`src/rtl/dacfe_pkg.sv`:
```
package dacfe_pkg;
  // Synchronized host controls; strobes are active low.
  typedef struct packed {
    logic clr_n;
    logic sel_n;
    logic wr_n;
    logic xfer_n;
    logic bip;
  } ctrl_t;

  localparam ctrl_t CTRL_IDLE = '{clr_n: 1'b1, sel_n: 1'b1, wr_n: 1'b1,
                                  xfer_n: 1'b1, bip: 1'b0};
endpackage

```
`src/rtl/dacfe_sync.sv`:
```
module dacfe_sync #(
  parameter int           W       = 1,
  parameter int           STAGES  = 2,
  parameter logic [W-1:0] RST_VAL = '0
) (
  input  logic         clk,
  input  logic         rst_n,
  input  logic [W-1:0] din,
  output logic [W-1:0] dout
);
  logic [STAGES-1:0][W-1:0] stg_q;
  logic [STAGES-1:0][W-1:0] stg_d;

  always_comb begin
    stg_d[0] = din;
    for (int i = 1; i < STAGES; i++) stg_d[i] = stg_q[i-1];
  end

  always_ff @(posedge clk or negedge rst_n) begin
    if (!rst_n) stg_q <= {STAGES{RST_VAL}};
    else        stg_q <= stg_d;
  end

  assign dout = stg_q[STAGES-1];
endmodule

```
`src/rtl/dacfe_decode.sv`:
```
module dacfe_decode
  import dacfe_pkg::*;
#(
  parameter int NUM_CH = 2,
  localparam int CH_W   = $clog2(NUM_CH),
  localparam int ADDR_W = CH_W + 1
) (
  input  ctrl_t             ctrl,
  input  logic [ADDR_W-1:0] addr,
  output logic              clr_act,
  output logic              bip_zero,
  output logic [NUM_CH-1:0] lo_we,
  output logic [NUM_CH-1:0] hi_we,
  output logic              xfer_en
);
  logic live;

  assign clr_act  = ~ctrl.clr_n;
  assign bip_zero = ctrl.bip;
  assign live     = ctrl.clr_n & ~ctrl.sel_n;
  assign xfer_en  = live & ~ctrl.xfer_n;

  // addr[0] picks the half, the upper bits pick the channel
  always_comb begin
    lo_we = '0;
    hi_we = '0;
    for (int c = 0; c < NUM_CH; c++) begin
      if (live && !ctrl.wr_n && addr[ADDR_W-1:1] == CH_W'(c)) begin
        if (addr[0]) hi_we[c] = 1'b1;
        else         lo_we[c] = 1'b1;
      end
    end
  end
endmodule

```
`src/rtl/dacfe_channel.sv`:
```
module dacfe_channel #(
  parameter int CODE_W = 12,
  parameter int PORT_W = 8
) (
  input  logic              clk,
  input  logic              rst_n,
  input  logic              clr_act,
  input  logic              bip_zero,
  input  logic              lo_we,
  input  logic              hi_we,
  input  logic              xfer_en,
  input  logic [PORT_W-1:0] data,
  output logic [CODE_W-1:0] code
);
  localparam int              HI_W = CODE_W - PORT_W;
  localparam logic [CODE_W-1:0] MID = CODE_W'(1) << (CODE_W - 1);

  logic [CODE_W-1:0] in_q, in_nxt;
  logic [CODE_W-1:0] dac_q, dac_nxt;
  logic              in_en, dac_en;

  // input register: low byte and high nibble written separately
  always_comb begin
    in_nxt = in_q;
    if (lo_we)   in_nxt[PORT_W-1:0]      = data;
    if (hi_we)   in_nxt[CODE_W-1:PORT_W] = data[HI_W-1:0];
    if (clr_act) in_nxt = '0;
  end

  // output register takes the input value of this same cycle, which
  // gives pass-through when write and transfer are active together
  always_comb begin
    dac_nxt = dac_q;
    if (xfer_en) dac_nxt = in_nxt;
    if (clr_act) dac_nxt = bip_zero ? MID : '0;
  end

  assign in_en  = clr_act | lo_we | hi_we;
  assign dac_en = clr_act | xfer_en;

  always_ff @(posedge clk or negedge rst_n) begin
    if (!rst_n) begin
      in_q  <= '0;
      dac_q <= '0;
    end else begin
      if (in_en)  in_q  <= in_nxt;
      if (dac_en) dac_q <= dac_nxt;
    end
  end

  assign code = dac_q;
endmodule

```
`src/rtl/dac_pair_frontend.sv`:
```
module dac_pair_frontend
  import dacfe_pkg::*;
#(
  parameter int NUM_CH      = 2,
  parameter int CODE_W      = 12,
  parameter int PORT_W      = 8,
  parameter int SYNC_STAGES = 2,
  localparam int ADDR_W     = $clog2(NUM_CH) + 1
) (
  input  logic                     clk,
  input  logic                     rst_n,
  input  logic [PORT_W-1:0]        port_data,
  input  logic [ADDR_W-1:0]        port_addr,
  input  logic                     sel_n,
  input  logic                     wr_n,
  input  logic                     ld_n,
  input  logic                     clr_n,
  input  logic                     bip_mode,
  output logic [NUM_CH*CODE_W-1:0] dac_codes
);
  localparam int BUS_W = ADDR_W + PORT_W;

  ctrl_t              ctrl_raw, ctrl_s;
  logic [BUS_W-1:0]   bus_s;
  logic [ADDR_W-1:0]  addr_s;
  logic [PORT_W-1:0]  data_s;
  logic               clr_act, bip_zero, xfer_en;
  logic [NUM_CH-1:0]  lo_we, hi_we;

  assign ctrl_raw = '{clr_n: clr_n, sel_n: sel_n, wr_n: wr_n,
                      xfer_n: ld_n, bip: bip_mode};

  dacfe_sync #(.W($bits(ctrl_t)), .STAGES(SYNC_STAGES), .RST_VAL(CTRL_IDLE)) u_ctrl_sync (
    .clk  (clk),
    .rst_n(rst_n),
    .din  (ctrl_raw),
    .dout (ctrl_s)
  );

  // data and address share the strobes' delay so they stay aligned
  dacfe_sync #(.W(BUS_W), .STAGES(SYNC_STAGES), .RST_VAL('0)) u_bus_sync (
    .clk  (clk),
    .rst_n(rst_n),
    .din  ({port_addr, port_data}),
    .dout (bus_s)
  );

  assign addr_s = bus_s[BUS_W-1:PORT_W];
  assign data_s = bus_s[PORT_W-1:0];

  dacfe_decode #(.NUM_CH(NUM_CH)) u_decode (
    .ctrl    (ctrl_s),
    .addr    (addr_s),
    .clr_act (clr_act),
    .bip_zero(bip_zero),
    .lo_we   (lo_we),
    .hi_we   (hi_we),
    .xfer_en (xfer_en)
  );

  for (genvar c = 0; c < NUM_CH; c++) begin : g_ch
    dacfe_channel #(.CODE_W(CODE_W), .PORT_W(PORT_W)) u_ch (
      .clk     (clk),
      .rst_n   (rst_n),
      .clr_act (clr_act),
      .bip_zero(bip_zero),
      .lo_we   (lo_we[c]),
      .hi_we   (hi_we[c]),
      .xfer_en (xfer_en),
      .data    (data_s),
      .code    (dac_codes[c*CODE_W +: CODE_W])
    );
  end
endmodule

```
`config.mk`:
```
export PLATFORM = sky130hd
export DESIGN_NAME = dac_pair_frontend
export DESIGN_NICKNAME = d
export VERILOG_FILES = /design/src/rtl/dacfe_pkg.sv /design/src/rtl/dacfe_sync.sv /design/src/rtl/dacfe_decode.sv /design/src/rtl/dacfe_channel.sv /design/src/rtl/dac_pair_frontend.sv
export SDC_FILE = /design/constraint.sdc
export NUM_CORES = 1
export LEC_CHECK = 0
export CAP_MARGIN = 10
export CELL_PAD_IN_SITES_DETAIL_PLACEMENT = 1
export CELL_PAD_IN_SITES_GLOBAL_PLACEMENT = 2
export CORE_MARGIN = 3
export CORE_UTILIZATION = 32
export CTS_CLUSTER_DIAMETER = 30
export DETAILED_ROUTE_END_ITERATION = 6
export MAX_ROUTING_LAYER = met4
export PLACE_DENSITY_LB_ADDON = 0.1
export SETUP_SLACK_MARGIN = 0.5
export SLEW_MARGIN = 20
export SYNTH_ARGS = -nofsm -noshare
export SYNTH_HDL_FRONTEND = slang
export SYNTH_SLANG_ARGS = --single-unit
```
`constraint.sdc`:
```
create_clock -name clk -period 1.4 [get_ports clk]
set_input_delay 0.21 -clock clk [delete_from_list [all_inputs] [get_ports clk]]
set_output_delay 0.21 -clock clk [all_outputs]
set_load 0.005 [all_outputs]
```
==> Word level (Yosys, flattened, before mapping) <==
Cells that the tools add are included.
{ "totals": {"ff_bits": 78, "inputBits": 17, "out_inout_bits": 24} }
{ "op_classes": {"eq_ne": 1, "muxes": 17, "n_bitwise": 11, "reduce_logical": 5} }
{ "ops": {"columns": ["cell", "n"], "rows": [
  ["12-bit 2-to-1 mux", 7],
  ["8-bit 2-to-1 mux", 2],
  ["4-bit 2-to-1 mux", 2],
  ["1-bit 2-to-1 mux", 6],
  ["1-bit OR", 5],
  ["1-bit NOT", 4],
  ["1-bit logical AND", 3],
  ["1-bit AND", 2],
  ["2-bit by 1-bit != test with 1-bit output (second input constant)", 1],
  ["2-bit AND reduction", 1],
  ["1-bit zero test", 1]
]} }

==> Depth between registers and ports, before layout <==
{ "depth": {"ltp_word": 9, "mapped_depth": 5} }

==> By module <==
From an unflattened synthesis, not the netlist that was laid out.
{ "hier_totals": {"cells_unflattened": 197, "area_unflattened_um2": 2721.4} }
{ "by_module_without_submodules": {"columns": ["module", "n_inst", "cells_each", "area_per_inst_um2", "seq_area_each_um2"], "rows": [
  ["dacfe_channel", 2, 79, 948.4, 600.6],
  ["dacfe_sync at u_bus_sync", 1, 20, 500.5, 500.5],
  ["dacfe_sync at u_ctrl_sync", 1, 10, 260.2, 260.2],
  ["dacfe_decode", 1, 9, 63.8, 0.0]
]} }

==> Worst setup path after synthesis <==
Ideal clock, no wire load.
{ "synth_path": {"path_kind": "register to register", "start": "register u_ctrl_sync.stg_q, in the netlist u_ctrl_sync.dout[4]", "end": "register g_ch[1].u_ch.in_q[0]", "setup_ps": 132, "t_arrival_ps": 1241, "t_required_ps": 1268, "path_slack_ps": 26, "stages_incl_launch_ff": 6, "synth_period_minus_slack_ps": 1374, "cell_sequence": "dfstp_2 > buf_2 > nand2b_2 > clkbuf_1 > o21ai_0 > a21boi_0"} }
{ "synth_via": {"elab_chain_len": 6} }
{ "synth_rtl": {"columns": ["item", "line_no", "rtl"], "rows": [
  ["start: declaration", "dacfe_sync.sv:11", "logic [STAGES-1:0][W-1:0] stg_q;"],
  ["start signal: assignment", "dacfe_sync.sv:20", "if (!rst_n) stg_q <= {STAGES{RST_VAL}};"],
  ["start signal: assignment", "dacfe_sync.sv:21", "else stg_q <= stg_d;"],
  ["1-bit AND", "dacfe_decode.sv:20", "assign live = ctrl.clr_n & ~ctrl.sel_n;"],
  ["1-bit logical AND (2 in series)", "dacfe_decode.sv:28", "if (live && !ctrl.wr_n && addr[ADDR_W-1:1] == CH_W'(c)) begin"],
  ["1-bit 2-to-1 mux", "dacfe_decode.sv:28", null],
  ["8-bit 2-to-1 mux / 1-bit OR (equally long branches)", "dacfe_channel.sv:25, dacfe_channel.sv:38", null],
  ["12-bit 2-to-1 mux / 1-bit OR (equally long branches)", "dacfe_channel.sv:27, dacfe_channel.sv:38", null],
  ["end signal: assignment", "dacfe_channel.sv:46", "if (in_en) in_q <= in_nxt;"],
  ["end: declaration", "dacfe_channel.sv:18", "logic [CODE_W-1:0] in_q, in_nxt;"]
]} }
Several ways; a longest one is shown, not always the timed one.
A chain may end at the register's enable or synchronous reset.

==> Worst setup path after layout <==
{ "layout_path": {"start": "register u_ctrl_sync.stg_q, in the netlist u_ctrl_sync.dout[4]", "end": "register g_ch[0].u_ch.dac_q[5]"} }
{ "layout_via": {"elab_chain_len": 8} }
{ "layout_rtl": {"columns": ["item", "line_no", "rtl"], "rows": [
  ["1-bit AND", "dacfe_decode.sv:20", null],
  ["1-bit logical AND (2 in series)", "dacfe_decode.sv:28", null],
  ["1-bit 2-to-1 mux", "dacfe_decode.sv:28", null],
  ["8-bit 2-to-1 mux", "dacfe_channel.sv:25", "if (lo_we) in_nxt[PORT_W-1:0] = data;"],
  ["12-bit 2-to-1 mux", "dacfe_channel.sv:27", "if (clr_act) in_nxt = '0;"],
  ["12-bit 2-to-1 mux", "dacfe_channel.sv:34", "if (xfer_en) dac_nxt = in_nxt;"],
  ["12-bit 2-to-1 mux", "dacfe_channel.sv:35", "if (clr_act) dac_nxt = bip_zero ? MID : '0;"],
  ["end signal: assignment", "dacfe_channel.sv:47", "if (dac_en) dac_q <= dac_nxt;"],
  ["end: declaration", "dacfe_channel.sv:19", "logic [CODE_W-1:0] dac_q, dac_nxt;"]
]} }
Several ways; a longest one is shown, not always the timed one. The select of a mux whose other input is x is not followed.

==> results.ini <==
[status]
status = finished with violations
violations = hold timing, setup timing

[clock_tree]
cts_buffers = 9
clk_latency_ps = 350
clkSinkCount = 78
h-tree-depth = 3
cts_max_path_buffers = 2
cts_root_buf = clkbuf_8
clkSlewWorstSetupHoldPaths_ps = 80
cts_tree = done

[synth]
synthArstFlopShare_pct = 100
synthTopCellsByArea = dfrtp_1 61%, dfstp_2 7.4%, a31oi_1 5.3%
synthCells = 232
ys_warn_count = 0
synth_area_mm2 = 0.00285
ys_types = 24
yosysTopAreaCellShare_pct = 61.4
syn_avg_cell_area_um2 = 12.3
yosysSeqAreaShare_pct = 68.7
synth_edf_count = 0
synth.most_common_cell = dfrtp_1
yosys_most_used_dff = dfrtp_1
synth_area_leader_cell = dfrtp_1
yosys_register_bits = 78
netlist_top_cells_count = 70 x dfrtp_1, 30 x o21ai_0, 28 x nand3_1
syn_nets = 249

[power]
p_seq_share_pct = 53.3
combPwrFrac_pct = 10.7
clockPowerShare_pct = 36.0
power.switching_w = 0.00115
leakage_nw = 1.70
ir_drop_uv = 517
sw_frac_of_total_pct = 25.4
p_per_area_mw_per_mm2 = 1110
p_int_w = 0.00339
power.total_w = 0.00455

[layout]
area_delta_synth_final_pct = 43.4
post_layout_nonfiller_instances = 411
nFillCells = 892
num_antenna_cells = 0
multiInputGateArea_mm2 = 0.00118
nNetsFinal = 318
ff_latch_area_mm2 = 0.00196
drive_above_1_share_pct = 45.8

[sta]
setup_tns_ps = -1.08
hold_slack_ps = -210
max_freq_ghz = 0.714
final.setup_skew_ps = 9.68
min_period_over_period_pct = 100
max_slew.worst_pin.slew_ps = 400
layout_setup_ws_ps = -1.08
setup_viol = 1
grt_setup_unrepaired = true
finalCriticalPeriod_ps = 1400
hold_viol_final = 23
relSlewSlack_pct = 73.3
slew_viol_final = 0

[die]
ios = 41
die_h_um = 100
initial_core_util_pct = 33.9
row_count = 33
coreArea_mm2 = 0.00842
dieWidth_um = 100
die_area_mm2 = 0.0101

[route]
first_pass_iters = 4
num_vias = 2149
post_drt_wl_per_cell_um = 19.1
drc_errors = 0
viasPerCell = 5.23
first_iter_violations = 89
ant_nets = 0
routed_wirelength_mm = 7.86

[setup_path]
cp_slowest_stage_delay_ps = 570
cp.required_ps = 1660
r2r_start = u_ctrl_sync.dout[4]
worstPathMaxFanout = 6
cp.arrival_ps = 1660
crit_type = reg -> reg
worstRegToRegCells = 4
slowest_stage = dfstp_2
worstSetupStartpointType = flip-flop
path_cells = nor2b_4 > clkbuf_16 > nand3_4 > a31oi_2
reg2reg_to = g_ch[0].u_ch.code[5]
end_kind = flip-flop
reg2reg_setup_slack_ps = -1

[global_route]
track_usage_pct = 17.0
grt_pass1_wl_mm = 12.6
antenna_found_initial = 0
grt_pass1_vias = 2293
grt_max_degree = 47
grt.overflow.total = 0

[placed_design]
hpwl_mm = 4.63
gp_congestion = 0.707
port_buffers = 40
pre_cts_ws_ps = -36.5
dp_cells = 375

[job]
maxCapViolCount = 0

[worst_hold_path]
min_path_type = in -> async

-- logic make-up (layout without fill, tap and decap cells) --
logic type	count (synthesis)	in the layout	share of synthesized area [%]
DFF	78	78	68.7
AOI/OAI and AO/OA	96	96	20.3
and+or+nand+nor	40	44	8.11
buffers and inverters	18	88	2.89
-- power by group through the flow --
stage	Sequential (W)	Combinational, W	Clock [W]
after global routing	0.00244	0.000533	0.00180
after global placement	0.00245	0.000410	0
after CTS	0.00242	0.000431	0.00168
after detailed placement	0.00246	0.000414	0
after floorplan	0.00244	0.000160	0
final	0.00243	0.000487	0.00164
-- sequential cells by signal, indices dropped and copies added (netlist names) --
register and flops:
g_ch.u_ch.code 24, g_ch.u_ch.in_q 24, u_bus_sync.dout 10, u_bus_sync.stg_d 10, u_ctrl_sync.dout 5, u_ctrl_sync.stg_d 5
-- cell type report --
cell class | instances | share of cell area (%)
multi-input cells | 140 | 28.7
flip-flops and latches | 78 | 48.0
repair buffers | 72 | 15.4
clock buffers | 9 | 3.03
well taps | 105 | 3.21
clock inverters | 7 | 1.59
-- worst max-delay path: cells and delay by family (launching register included) --
family	cells	cell delay, ps
AO/OA/AOI/OAI	1	200
buffers and inverters	1	200
flip-flops	1	570
AND/OR/NAND/NOR	2	350
-- metrics by stage --
stage                     util [%]  area, µm²  hold WS (ps)
after detailed placement      42.1       3550           171
final                         48.6       4090          -210
after global routing          48.6       4090          -208
after global placement        42.1       3550           169
after floorplan                  -       2960         -85.6
after CTS                     45.3       3810          -211
-- layer usage --
layer,global-route usage (%),routed length [µm],vias up,share of wire [%]
met5,-,0,-,0
met4,6.22,191,0,2.4
met3,2.71,335,13,4.3
met2,26.1,3770,51,48
met1,22.7,3570,1094,45
li1,-,-,991,-
-- cells in the final DEF, fill, tap and decap left out, types with 2 or more instances in the layout --
| master | netlist | routed |
|---|---|---|
| a31oi_2 | 0 | 2 |
| or3_4 | 0 | 2 |
| clkbuf_8 | 0 | 9 |
| buf_12 | 0 | 5 |
| or3b_4 | 0 | 2 |
| dfrtp_1 | 70 | 68 |
| o21ai_2 | 0 | 15 |
| o2111ai_2 | 0 | 2 |
| dfrtp_2 | 0 | 2 |
| buf_6 | 1 | 7 |
| a21boi_1 | 12 | 18 |
| o21ai_4 | 0 | 4 |
| nand3_1 | 28 | 14 |
| buf_4 | 0 | 19 |
| dfstp_2 | 8 | 8 |
| nand3_2 | 0 | 8 |
| nand2_8 | 0 | 2 |
| nand3_4 | 0 | 6 |
| o21ai_0 | 30 | 19 |
| buf_2 | 5 | 24 |
| a31oi_1 | 24 | 22 |
| clkinvlp_4 | 0 | 2 |
| clkdlybuf4s50_1 | 0 | 15 |
| o21ai_1 | 16 | 8 |
| clkinv_2 | 0 | 4 |
| a21boi_2 | 0 | 6 |
-- what timing repair did --
item                                    in CTS  in global routing
gates cloned                                 4                  1
endpoints found under the setup margin      72                 72
resized for setup                          120                 53
buffers inserted                             6                  9
hold endpoints to repair                    23                 23
pin swaps                                    8                 21
-- worst max path at each step --
stage,slack (ps),depth (start not counted),to,start
after global routing,-70,6,g_ch[0].u_ch.code[11],u_ctrl_sync.dout[4]
after CTS,10,3,g_ch[1].u_ch.code[1],u_ctrl_sync.dout[3]
after global placement,-20,4,g_ch[0].u_ch.code[11],u_ctrl_sync.dout[4]
after floorplan,110,4,g_ch[0].u_ch.code[3],u_bus_sync.dout[9]
after detailed placement,-40,4,g_ch[0].u_ch.in_q[4],u_ctrl_sync.dout[4]
final,-1,4,g_ch[0].u_ch.code[5],u_ctrl_sync.dout[4]
Power figures use the tool's default switching activity.
